===== src/rtl/txr_pkg.sv =====
package txr_pkg;

    typedef enum logic [2:0] {
        OP_RREG   = 3'd0,
        OP_WREG16 = 3'd1,
        OP_BSET   = 3'd2,
        OP_BCLR   = 3'd3,
        OP_WBUF1  = 3'd4,
        OP_WBUFN  = 3'd5,
        OP_RBUF   = 3'd6
    } eng_op_e;

    typedef enum logic [1:0] {
        TX_OK          = 2'd0,
        TX_TIMEOUT     = 2'd1,
        TX_ERROR       = 2'd2,
        TX_RETRY_LIMIT = 2'd3
    } tx_status_e;

    typedef enum logic [3:0] {
        S_IDLE,
        S_RST_SET,
        S_RST_CLR,
        S_FLAG_CLR,
        S_WPTR,
        S_ENDPTR,
        S_CTRLB,
        S_PAYLOAD,
        S_REQ,
        S_POLL,
        S_RECHECK,
        S_REQ_CLR,
        S_RDPTR,
        S_TSV,
        S_ERRCHK
    } txr_state_e;

    localparam logic [4:0] REG_CTRL  = 5'h1F;
    localparam logic [4:0] REG_FLAGS = 5'h1C;
    localparam logic [4:0] REG_WPTR  = 5'h02;
    localparam logic [4:0] REG_ENDP  = 5'h06;
    localparam logic [4:0] REG_RDPTR = 5'h00;

    localparam logic [7:0] BIT_TXRST = 8'h80;
    localparam logic [7:0] BIT_TXREQ = 8'h08;
    localparam logic [7:0] FLG_DONE  = 8'h08;
    localparam logic [7:0] FLG_ERR   = 8'h02;

endpackage


===== src/rtl/txr_poll_counter.sv =====
module txr_poll_counter #(
    parameter int LIMIT = 1000
) (
    input  logic clk,
    input  logic rst_n,
    input  logic clear,
    input  logic inc,
    output logic last
);
    localparam int W = $clog2(LIMIT + 1);

    logic [W-1:0] cnt_d, cnt_q;

    always_comb begin
        cnt_d = cnt_q;
        if (clear)
            cnt_d = '0;
        else if (inc)
            cnt_d = cnt_q + W'(1);
    end

    always_ff @(posedge clk or negedge rst_n) begin
        if (!rst_n)
            cnt_q <= '0;
        else
            cnt_q <= cnt_d;
    end

    assign last = (cnt_q == W'(LIMIT - 1));

    // the controller never counts past the final allowed poll
    a_r4_no_inc_at_limit: assert property (@(posedge clk) disable iff (!rst_n)
        inc |-> !last);

    a_r4_count_bound: assert property (@(posedge clk) disable iff (!rst_n)
        cnt_q < W'(LIMIT));

endmodule


===== src/rtl/txr_tsv_capture.sv =====
module txr_tsv_capture #(
    parameter int TSV_BYTES = 7,
    parameter int LATE_BYTE = 3,
    parameter int LATE_BIT  = 5
) (
    input  logic       clk,
    input  logic       rst_n,
    input  logic       clear,
    input  logic       strobe,
    input  logic [7:0] byte_in,
    output logic       last,
    output logic       late
);
    localparam int IW = $clog2(TSV_BYTES);

    logic [IW-1:0] idx_d, idx_q;
    logic          late_d, late_q;

    always_comb begin
        idx_d  = idx_q;
        late_d = late_q;
        if (clear) begin
            idx_d  = '0;
            late_d = 1'b0;
        end else if (strobe) begin
            idx_d = idx_q + IW'(1);
            if (idx_q == IW'(LATE_BYTE))
                late_d = |(byte_in & (8'h01 << LATE_BIT));
        end
    end

    always_ff @(posedge clk or negedge rst_n) begin
        if (!rst_n) begin
            idx_q  <= '0;
            late_q <= 1'b0;
        end else begin
            idx_q  <= idx_d;
            late_q <= late_d;
        end
    end

    assign last = (idx_q == IW'(TSV_BYTES - 1));
    assign late = late_q;

    // exactly TSV_BYTES bytes are read per vector
    a_r6_tsv_bound: assert property (@(posedge clk) disable iff (!rst_n)
        strobe |-> idx_q < IW'(TSV_BYTES));

endmodule


===== src/rtl/txr_cmd_map.sv =====
module txr_cmd_map
    import txr_pkg::*;
#(
    parameter int LEN_W    = 11,
    parameter int PTR_W    = 16,
    parameter int TX_START = 'h1A00
) (
    input  txr_state_e        state,
    input  logic [LEN_W-1:0]  len,
    output eng_op_e           op,
    output logic [4:0]        addr,
    output logic [PTR_W-1:0]  data
);
    localparam logic [PTR_W-1:0] BASE = PTR_W'(TX_START);

    logic [PTR_W-1:0] end_ptr;
    assign end_ptr = BASE + PTR_W'(len);

    always_comb begin
        op   = OP_RREG;
        addr = '0;
        data = '0;
        case (state)
            S_RST_SET:  begin op = OP_BSET;   addr = REG_CTRL;  data = PTR_W'(BIT_TXRST); end
            S_RST_CLR:  begin op = OP_BCLR;   addr = REG_CTRL;  data = PTR_W'(BIT_TXRST); end
            S_FLAG_CLR: begin op = OP_BCLR;   addr = REG_FLAGS; data = PTR_W'(FLG_DONE | FLG_ERR); end
            S_WPTR:     begin op = OP_WREG16; addr = REG_WPTR;  data = BASE; end
            S_ENDPTR:   begin op = OP_WREG16; addr = REG_ENDP;  data = end_ptr; end
            S_CTRLB:    begin op = OP_WBUF1; end
            S_PAYLOAD:  begin op = OP_WBUFN;  data = PTR_W'(len); end
            S_REQ:      begin op = OP_BSET;   addr = REG_CTRL;  data = PTR_W'(BIT_TXREQ); end
            S_POLL:     begin op = OP_RREG;   addr = REG_FLAGS; end
            S_RECHECK:  begin op = OP_RREG;   addr = REG_FLAGS; end
            S_REQ_CLR:  begin op = OP_BCLR;   addr = REG_CTRL;  data = PTR_W'(BIT_TXREQ); end
            S_RDPTR:    begin op = OP_WREG16; addr = REG_RDPTR; data = end_ptr + PTR_W'(1); end
            S_TSV:      begin op = OP_RBUF; end
            S_ERRCHK:   begin op = OP_RREG;   addr = REG_FLAGS; end
            default:    begin op = OP_RREG; end
        endcase
    end

endmodule


===== src/rtl/eth_tx_retry_ctrl.sv =====
module eth_tx_retry_ctrl
    import txr_pkg::*;
#(
    parameter int LEN_W      = 11,
    parameter int PTR_W      = 16,
    parameter int TX_START   = 'h1A00,
    parameter int POLL_LIMIT = 1000,
    parameter int MAX_RETRY  = 16
) (
    input  logic             clk,
    input  logic             rst_n,
    input  logic             start,
    input  logic [LEN_W-1:0] frame_len,
    output logic             busy,
    output logic             done,
    output logic [1:0]       status,
    output logic             cmd_valid,
    output logic [2:0]       cmd_op,
    output logic [4:0]       cmd_addr,
    output logic [PTR_W-1:0] cmd_data,
    input  logic             eng_done,
    input  logic [7:0]       eng_rdata
);
    localparam int RW = $clog2(MAX_RETRY + 1);

    typedef struct packed {
        txr_state_e       st;
        logic [LEN_W-1:0] len;
        logic [RW-1:0]    retries;
        logic             timed_out;
        logic             done;
        tx_status_e       status;
    } ctrl_t;

    localparam ctrl_t CTRL_RST = '{
        st: S_IDLE, len: '0, retries: '0, timed_out: 1'b0,
        done: 1'b0, status: TX_OK
    };

    ctrl_t r_d, r_q;

    logic    poll_clear, poll_inc, poll_last;
    logic    tsv_clear, tsv_strobe, tsv_last, tsv_late;
    logic    flag_hit, err_flag, late_hit;
    eng_op_e op_w;

    assign flag_hit = (eng_rdata & (FLG_DONE | FLG_ERR)) != 8'h00;
    assign err_flag = (eng_rdata & FLG_ERR) != 8'h00;
    assign late_hit = err_flag && tsv_late;

    always_comb begin
        r_d        = r_q;
        r_d.done   = 1'b0;
        poll_clear = 1'b0;
        poll_inc   = 1'b0;
        tsv_clear  = 1'b0;
        tsv_strobe = 1'b0;
        if (r_q.st == S_IDLE) begin
            if (start) begin
                r_d.st        = S_RST_SET;
                r_d.len       = frame_len;
                r_d.retries   = '0;
                r_d.timed_out = 1'b0;
            end
        end else if (eng_done) begin
            case (r_q.st)
                S_RST_SET:  r_d.st = S_RST_CLR;
                S_RST_CLR:  r_d.st = S_FLAG_CLR;
                S_FLAG_CLR: r_d.st = (r_q.retries == '0) ? S_WPTR : S_REQ;
                S_WPTR:     r_d.st = S_ENDPTR;
                S_ENDPTR:   r_d.st = S_CTRLB;
                S_CTRLB:    r_d.st = S_PAYLOAD;
                S_PAYLOAD:  r_d.st = S_REQ;
                S_REQ: begin
                    poll_clear = 1'b1;
                    r_d.st     = S_POLL;
                end
                S_POLL: begin
                    if (flag_hit) begin
                        r_d.st = S_RECHECK;
                    end else if (poll_last) begin
                        r_d.timed_out = 1'b1;
                        r_d.st        = S_RECHECK;
                    end else begin
                        poll_inc = 1'b1;
                    end
                end
                S_RECHECK: begin
                    if (!err_flag && !r_q.timed_out) begin
                        r_d.st     = S_IDLE;
                        r_d.done   = 1'b1;
                        r_d.status = TX_OK;
                    end else begin
                        r_d.st = S_REQ_CLR;
                    end
                end
                S_REQ_CLR:  r_d.st = S_RDPTR;
                S_RDPTR: begin
                    tsv_clear = 1'b1;
                    r_d.st    = S_TSV;
                end
                S_TSV: begin
                    tsv_strobe = 1'b1;
                    if (tsv_last)
                        r_d.st = S_ERRCHK;
                end
                S_ERRCHK: begin
                    if (late_hit && (r_q.retries < RW'(MAX_RETRY))) begin
                        r_d.retries   = r_q.retries + RW'(1);
                        r_d.timed_out = 1'b0;
                        r_d.st        = S_RST_SET;
                    end else begin
                        r_d.st   = S_IDLE;
                        r_d.done = 1'b1;
                        if (late_hit)
                            r_d.status = TX_RETRY_LIMIT;
                        else if (r_q.timed_out)
                            r_d.status = TX_TIMEOUT;
                        else
                            r_d.status = TX_ERROR;
                    end
                end
                default: r_d.st = S_IDLE;
            endcase
        end
    end

    always_ff @(posedge clk or negedge rst_n) begin
        if (!rst_n)
            r_q <= CTRL_RST;
        else
            r_q <= r_d;
    end

    txr_poll_counter #(
        .LIMIT (POLL_LIMIT)
    ) u_poll (
        .clk   (clk),
        .rst_n (rst_n),
        .clear (poll_clear),
        .inc   (poll_inc),
        .last  (poll_last)
    );

    txr_tsv_capture #(
        .TSV_BYTES (7),
        .LATE_BYTE (3),
        .LATE_BIT  (5)
    ) u_tsv (
        .clk     (clk),
        .rst_n   (rst_n),
        .clear   (tsv_clear),
        .strobe  (tsv_strobe),
        .byte_in (eng_rdata),
        .last    (tsv_last),
        .late    (tsv_late)
    );

    txr_cmd_map #(
        .LEN_W    (LEN_W),
        .PTR_W    (PTR_W),
        .TX_START (TX_START)
    ) u_map (
        .state (r_q.st),
        .len   (r_q.len),
        .op    (op_w),
        .addr  (cmd_addr),
        .data  (cmd_data)
    );

    assign cmd_op    = op_w;
    assign cmd_valid = (r_q.st != S_IDLE);
    assign busy      = (r_q.st != S_IDLE);
    assign done      = r_q.done;
    assign status    = r_q.status;

    // a command is held unchanged until the engine completes it
    a_r10_cmd_hold: assert property (@(posedge clk) disable iff (!rst_n)
        (cmd_valid && !eng_done) |=> (cmd_valid && $stable(cmd_op)
                                      && $stable(cmd_addr) && $stable(cmd_data)));

    // done never lasts more than one cycle
    a_r11_done_single: assert property (@(posedge clk) disable iff (!rst_n)
        done |=> !done);

    // a start while busy does not end or restart the run early
    a_r9_busy_start: assert property (@(posedge clk) disable iff (!rst_n)
        (busy && start) |=> (busy || done));

    // a start in idle is always accepted
    a_r2_start_accept: assert property (@(posedge clk) disable iff (!rst_n)
        (!busy && start) |=> busy);

    // retry count never exceeds its limit
    a_r7_retry_bound: assert property (@(posedge clk) disable iff (!rst_n)
        r_q.retries <= RW'(MAX_RETRY));

    // a success report follows a final flag read with the error bit clear
    a_r5_ok_clean: assert property (@(posedge clk) disable iff (!rst_n)
        (done && status == 2'd0) |-> !$past(eng_rdata[1]));

endmodule


===== config.mk =====
export PLATFORM = sky130hd
export DESIGN_NAME = eth_tx_retry_ctrl
export DESIGN_NICKNAME = d
export VERILOG_FILES = /design/src/rtl/txr_pkg.sv /design/src/rtl/txr_poll_counter.sv /design/src/rtl/txr_tsv_capture.sv /design/src/rtl/txr_cmd_map.sv /design/src/rtl/eth_tx_retry_ctrl.sv
export SDC_FILE = /design/constraint.sdc
export NUM_CORES = 1
export LEC_CHECK = 0
export ABC_AREA = 1
export BUFFER_PORTS_ARGS = -buffer_cell sky130_fd_sc_hd__buf_2
export CAP_MARGIN = 20
export CORE_MARGIN = 3
export CORE_UTILIZATION = 51
export DETAILED_ROUTE_END_ITERATION = 10
export GPL_ROUTABILITY_DRIVEN = 1
export PLACE_DENSITY = 0.8
export RECOVER_POWER = 50
export SLEW_MARGIN = 20
export SYNTH_ARGS = -nofsm -noshare
export SYNTH_HDL_FRONTEND = slang
export SYNTH_SLANG_ARGS = --single-unit

===== constraint.sdc =====
create_clock -name clk -period 4.7 [get_ports clk]
set_clock_uncertainty 0.1 [all_clocks]
set_input_delay 0.235 -clock clk [delete_from_list [all_inputs] [get_ports clk]]
set_output_delay 0.235 -clock clk [all_outputs]
set_load 0.02 [all_outputs]

==> results.json <==
{
  "run_status": "finished with violations",
  "violations_in_the_final_reports": "max-capacitance violations, max-slew violations",
  "cp_common_cell": "sky130_fd_sc_hd__nand2_1",
  "wirelength_um": 6640,
  "synth.yosys.warnings": 0,
  "final_net_count": 492,
  "drt_pass1_iterations": 4,
  "fin_setup_tns_ns": 0,
  "start_kind": "flop",
  "clockRootBuffer": "sky130_fd_sc_hd__clkbuf_8",
  "placement.setup.worst_slack_ns": 2.63,
  "critical_path.max_fanout": 15,
  "cp.required_ns": 4.37,
  "io-pin-count": 52,
  "grt_first_pass_wirelength_um": 11200,
  "global_route.usage.total": 0.215,
  "multi_input_area_sq_um": 1600,
  "synthesis.area_sq_um": 2900,
  "slowest_stage": "sky130_fd_sc_hd__dfrtp_1",
  "fin_crit_ns": 2.37,
  "ctsHoldBuffers": 1,
  "total_leakage_power_uw": 0.00167,
  "maxSlewHeadroom": -0.378,
  "critical_path_class": "reg -> out",
  "clk_latency_ns": 0.30,
  "critical_path.cell_chain": "inv_2, nand2_1, nor2_4, inv_1, o21ai_0, nand2_1, nand3_1, buf_2",
  "slew_violations": 39,
  "detailedPlacementHpwl_um": 5050,
  "synth_sequential_area_ratio": 0.328,
  "synth_cells": 419,
  "max-cap-violations": 1,
  "die_w_um": 81.4,
  "post_cts_sizing": 0,
  "grt_max_degree": 39,
  "p_per_area_nw_per_um2": 546,
  "number_of_clock_buffers_inserted_by_tritoncts": 5,
  "finalCoreUtilization": 0.595,
  "route.detailed.wl_per_inst_um": 12.5,
  "synth_flop_cell": "sky130_fd_sc_hd__dfrtp_1",
  "max-vdd-ir-drop_mv": 0.332,
  "cts_tree": "done",
  "worst_slew_pin_slew_ns": 2.07,
  "critPathCaptureType": "output pin",
  "final-hold-violation-count": 0,
  "ant_nets_after_route": 0,
  "number_of_global_route_vias_before_repair": 2566,
  "chip_height_um": 81.4,
  "diodes": 0,
  "critPathArrivalTime_ns": 2.04,
  "synth-edff-count": 0,
  "post_cts_clock_slew_at_the_launch_and_capture_registers_of_the_worst_setup_and_hold_paths_ns": 0.08,
  "power.total_uw": 1720,
  "dr_total_vias": 2799,
  "numClockSinks": 38,
  "drive_gt1_frac": 0.161,
  "largest_buffer_count_on_any_clock_path": 2,
  "seq_area_sq_um": 951,
  "worstHoldPathType": "in -> reg",
  "max_clock_freq_mhz": 422,
  "fin_worst_hold_slack_ns": 0.0390,
  "postSynthAreaPerCell_sq_um": 6.92,
  "setup-violations-final": 0,
  "route.detailed.vias_per_inst": 5.28,
  "cts-htree-levels": 2,
  "critical-path-max-stage-delay_ns": 0.50,
  "initial_core_util": 0.547,
  "rows": 26,
  "initial_antenna_violation_count": 0,
  "number_of_i_o_port_buffers": 44,
  "placer_s_final_routability_congestion_estimate": 0.911,
  "postCtsSetupBuffers": 0,
  "post-route-period-util": 0.504,
  "asyncSetResetFlopFracSynth": 1.00,
  "post-route-drc-count": 0,
  "fillers": 503,
  "worst_slack_ns": 2.33,
  "synth.ff_latch_count": 38,
  "synth_cell_type_count": 33,
  "rsz_0062_raised_after_global_routing": "false",
  "detailedRoute.firstIterationViolations": 178,
  "globalRouteOverflowTotal": 0,
  "die_area_sq_um": 6630,
  "area_growth_pct": 8.89,
  "design.core.area_sq_um": 5300
}
## synth_stat cells (2+ instances only)
cell type                  number  area [sq um]
sky130_fd_sc_hd__nand2_1      128           480
sky130_fd_sc_hd__inv_1         44           165
sky130_fd_sc_hd__nand3_1       42           210
sky130_fd_sc_hd__dfrtp_1       38           951
sky130_fd_sc_hd__o21ai_0       35           175
sky130_fd_sc_hd__nor2_1        34           128
sky130_fd_sc_hd__ha_1          10           125
sky130_fd_sc_hd__nor2_4        10           113
sky130_fd_sc_hd__a21oi_1        8          40.0
sky130_fd_sc_hd__buf_4          8          60.1
sky130_fd_sc_hd__inv_2          8          30.0
sky130_fd_sc_hd__nand4_1        7          43.8
sky130_fd_sc_hd__o21ai_1        6          30.0
sky130_fd_sc_hd__buf_6          4          45.0
sky130_fd_sc_hd__nand2_2        4          25.0
sky130_fd_sc_hd__nand2_4        4          45.0
sky130_fd_sc_hd__nand3b_1       4          30.0
sky130_fd_sc_hd__xor2_1         4          35.0
sky130_fd_sc_hd__nor3_1         3          15.0
sky130_fd_sc_hd__o22ai_1        3          18.8
sky130_fd_sc_hd__nand3_4        2          35.0
sky130_fd_sc_hd__o21bai_1       2          15.0
## final timing paths
kind | from | to | slack [ns] | cells past startpoint
max | r_q[21]$_DFFE_PN0P_ | cmd_data[9] | 2.33 | 8
max reg2reg | r_q[23]$_DFFE_PN0P_ | r_q[18]$_DFFE_PN0P_ | 2.47 | 5
min | frame_len[5] | r_q[14]$_DFFE_PN0P_ | 0.04 | 3
min reg2reg | r_q[3]$_DFFE_PN0P_ | r_q[3]$_DFFE_PN0P_ | 0.40 | 2
max in group asynchronous | rst_n | r_q[12]$_DFFE_PN0P_ | 2.35 | 2
min in group asynchronous | rst_n | done$_DFF_PN0_ | 0.96 | 2
## report_power, final
| part | switching [uW] | leakage [uW] | internal [uW] |
|---|---|---|---|
| Clock | 123 | 0.0000472 | 118 |
| Sequential | 149 | 0.000488 | 435 |
| Combinational | 603 | 0.00113 | 297 |
## flip-flops by register name (all words and copies together) (netlist names)
name and count:
status 2, done 1, u_tsv.idx_q 3, u_poll.cnt_q 10, r_q 21, u_tsv.late 1
## metrics by stage
| step | area (sq um) | cells |
|---|---|---|
| floorplan | 2900 | 420 |
| global placement | 3100 | 521 |
| detailed placement | 3100 | 521 |
| CTS | 3210 | 530 |
| global route | 3160 | 530 |
| finish | 3160 | 530 |
## worst max-delay path: cells and delay by family, from the launching register on
kind                   cells  cell delay (ns)
DFF                        1             0.50
and+or+nand+nor            4             0.56
buffers and inverters      3             0.49
AOI/OAI and AO/OA          1             0.18
## area by class of cell
type                    instances  area share
multi-input cells             316       0.506
well taps                      70      0.0277
clock buffers                   6      0.0262
inverters                      53      0.0634
repair buffers                 45      0.0713
clock inverters                 2     0.00396
flip-flops and latches         38       0.301
## logic make-up after synthesis
logic type,after synthesis,share of synthesized area
and+or+nand+nor,241,0.396
buffers and inverters,66,0.107
AOI/OAI and AO/OA,58,0.110
DFF,38,0.328
adders and majority gates,10,0.0432
xor gates and xnor gates,5,0.0151
other,1,0.00129
## per-layer routing
metal,part of all wire,vias up,track usage,routed length [um]
li1,-,1425,-,-
met5,0,-,0,0
met3,0.058,4,0.0388,383
met2,0.46,85,0.371,3080
met1,0.47,1285,0.276,3120
met4,0.0092,0,0.0557,61
## cells in the final DEF, fill, tap and decap left out, types with 2 or more instances in the layout
cell type	instances
sky130_fd_sc_hd__nor2_1	37
sky130_fd_sc_hd__nand2_2	3
sky130_fd_sc_hd__nor3_1	3
sky130_fd_sc_hd__nor2_4	8
sky130_fd_sc_hd__xor2_1	4
sky130_fd_sc_hd__nand3b_1	4
sky130_fd_sc_hd__clkinv_2	2
sky130_fd_sc_hd__o21bai_1	2
sky130_fd_sc_hd__nand2_4	4
sky130_fd_sc_hd__buf_2	40
sky130_fd_sc_hd__a21oi_1	8
sky130_fd_sc_hd__nand2_1	129
sky130_fd_sc_hd__o21ai_0	36
sky130_fd_sc_hd__inv_2	7
sky130_fd_sc_hd__clkbuf_8	6
sky130_fd_sc_hd__inv_1	45
sky130_fd_sc_hd__clkbuf_1	4
sky130_fd_sc_hd__dfrtp_1	38
sky130_fd_sc_hd__nand4_1	7
sky130_fd_sc_hd__conb_1	2
sky130_fd_sc_hd__o22ai_1	3
sky130_fd_sc_hd__o21ai_1	6
sky130_fd_sc_hd__nand3_1	43
sky130_fd_sc_hd__ha_1	10
(Power assumes the default switching activity.)
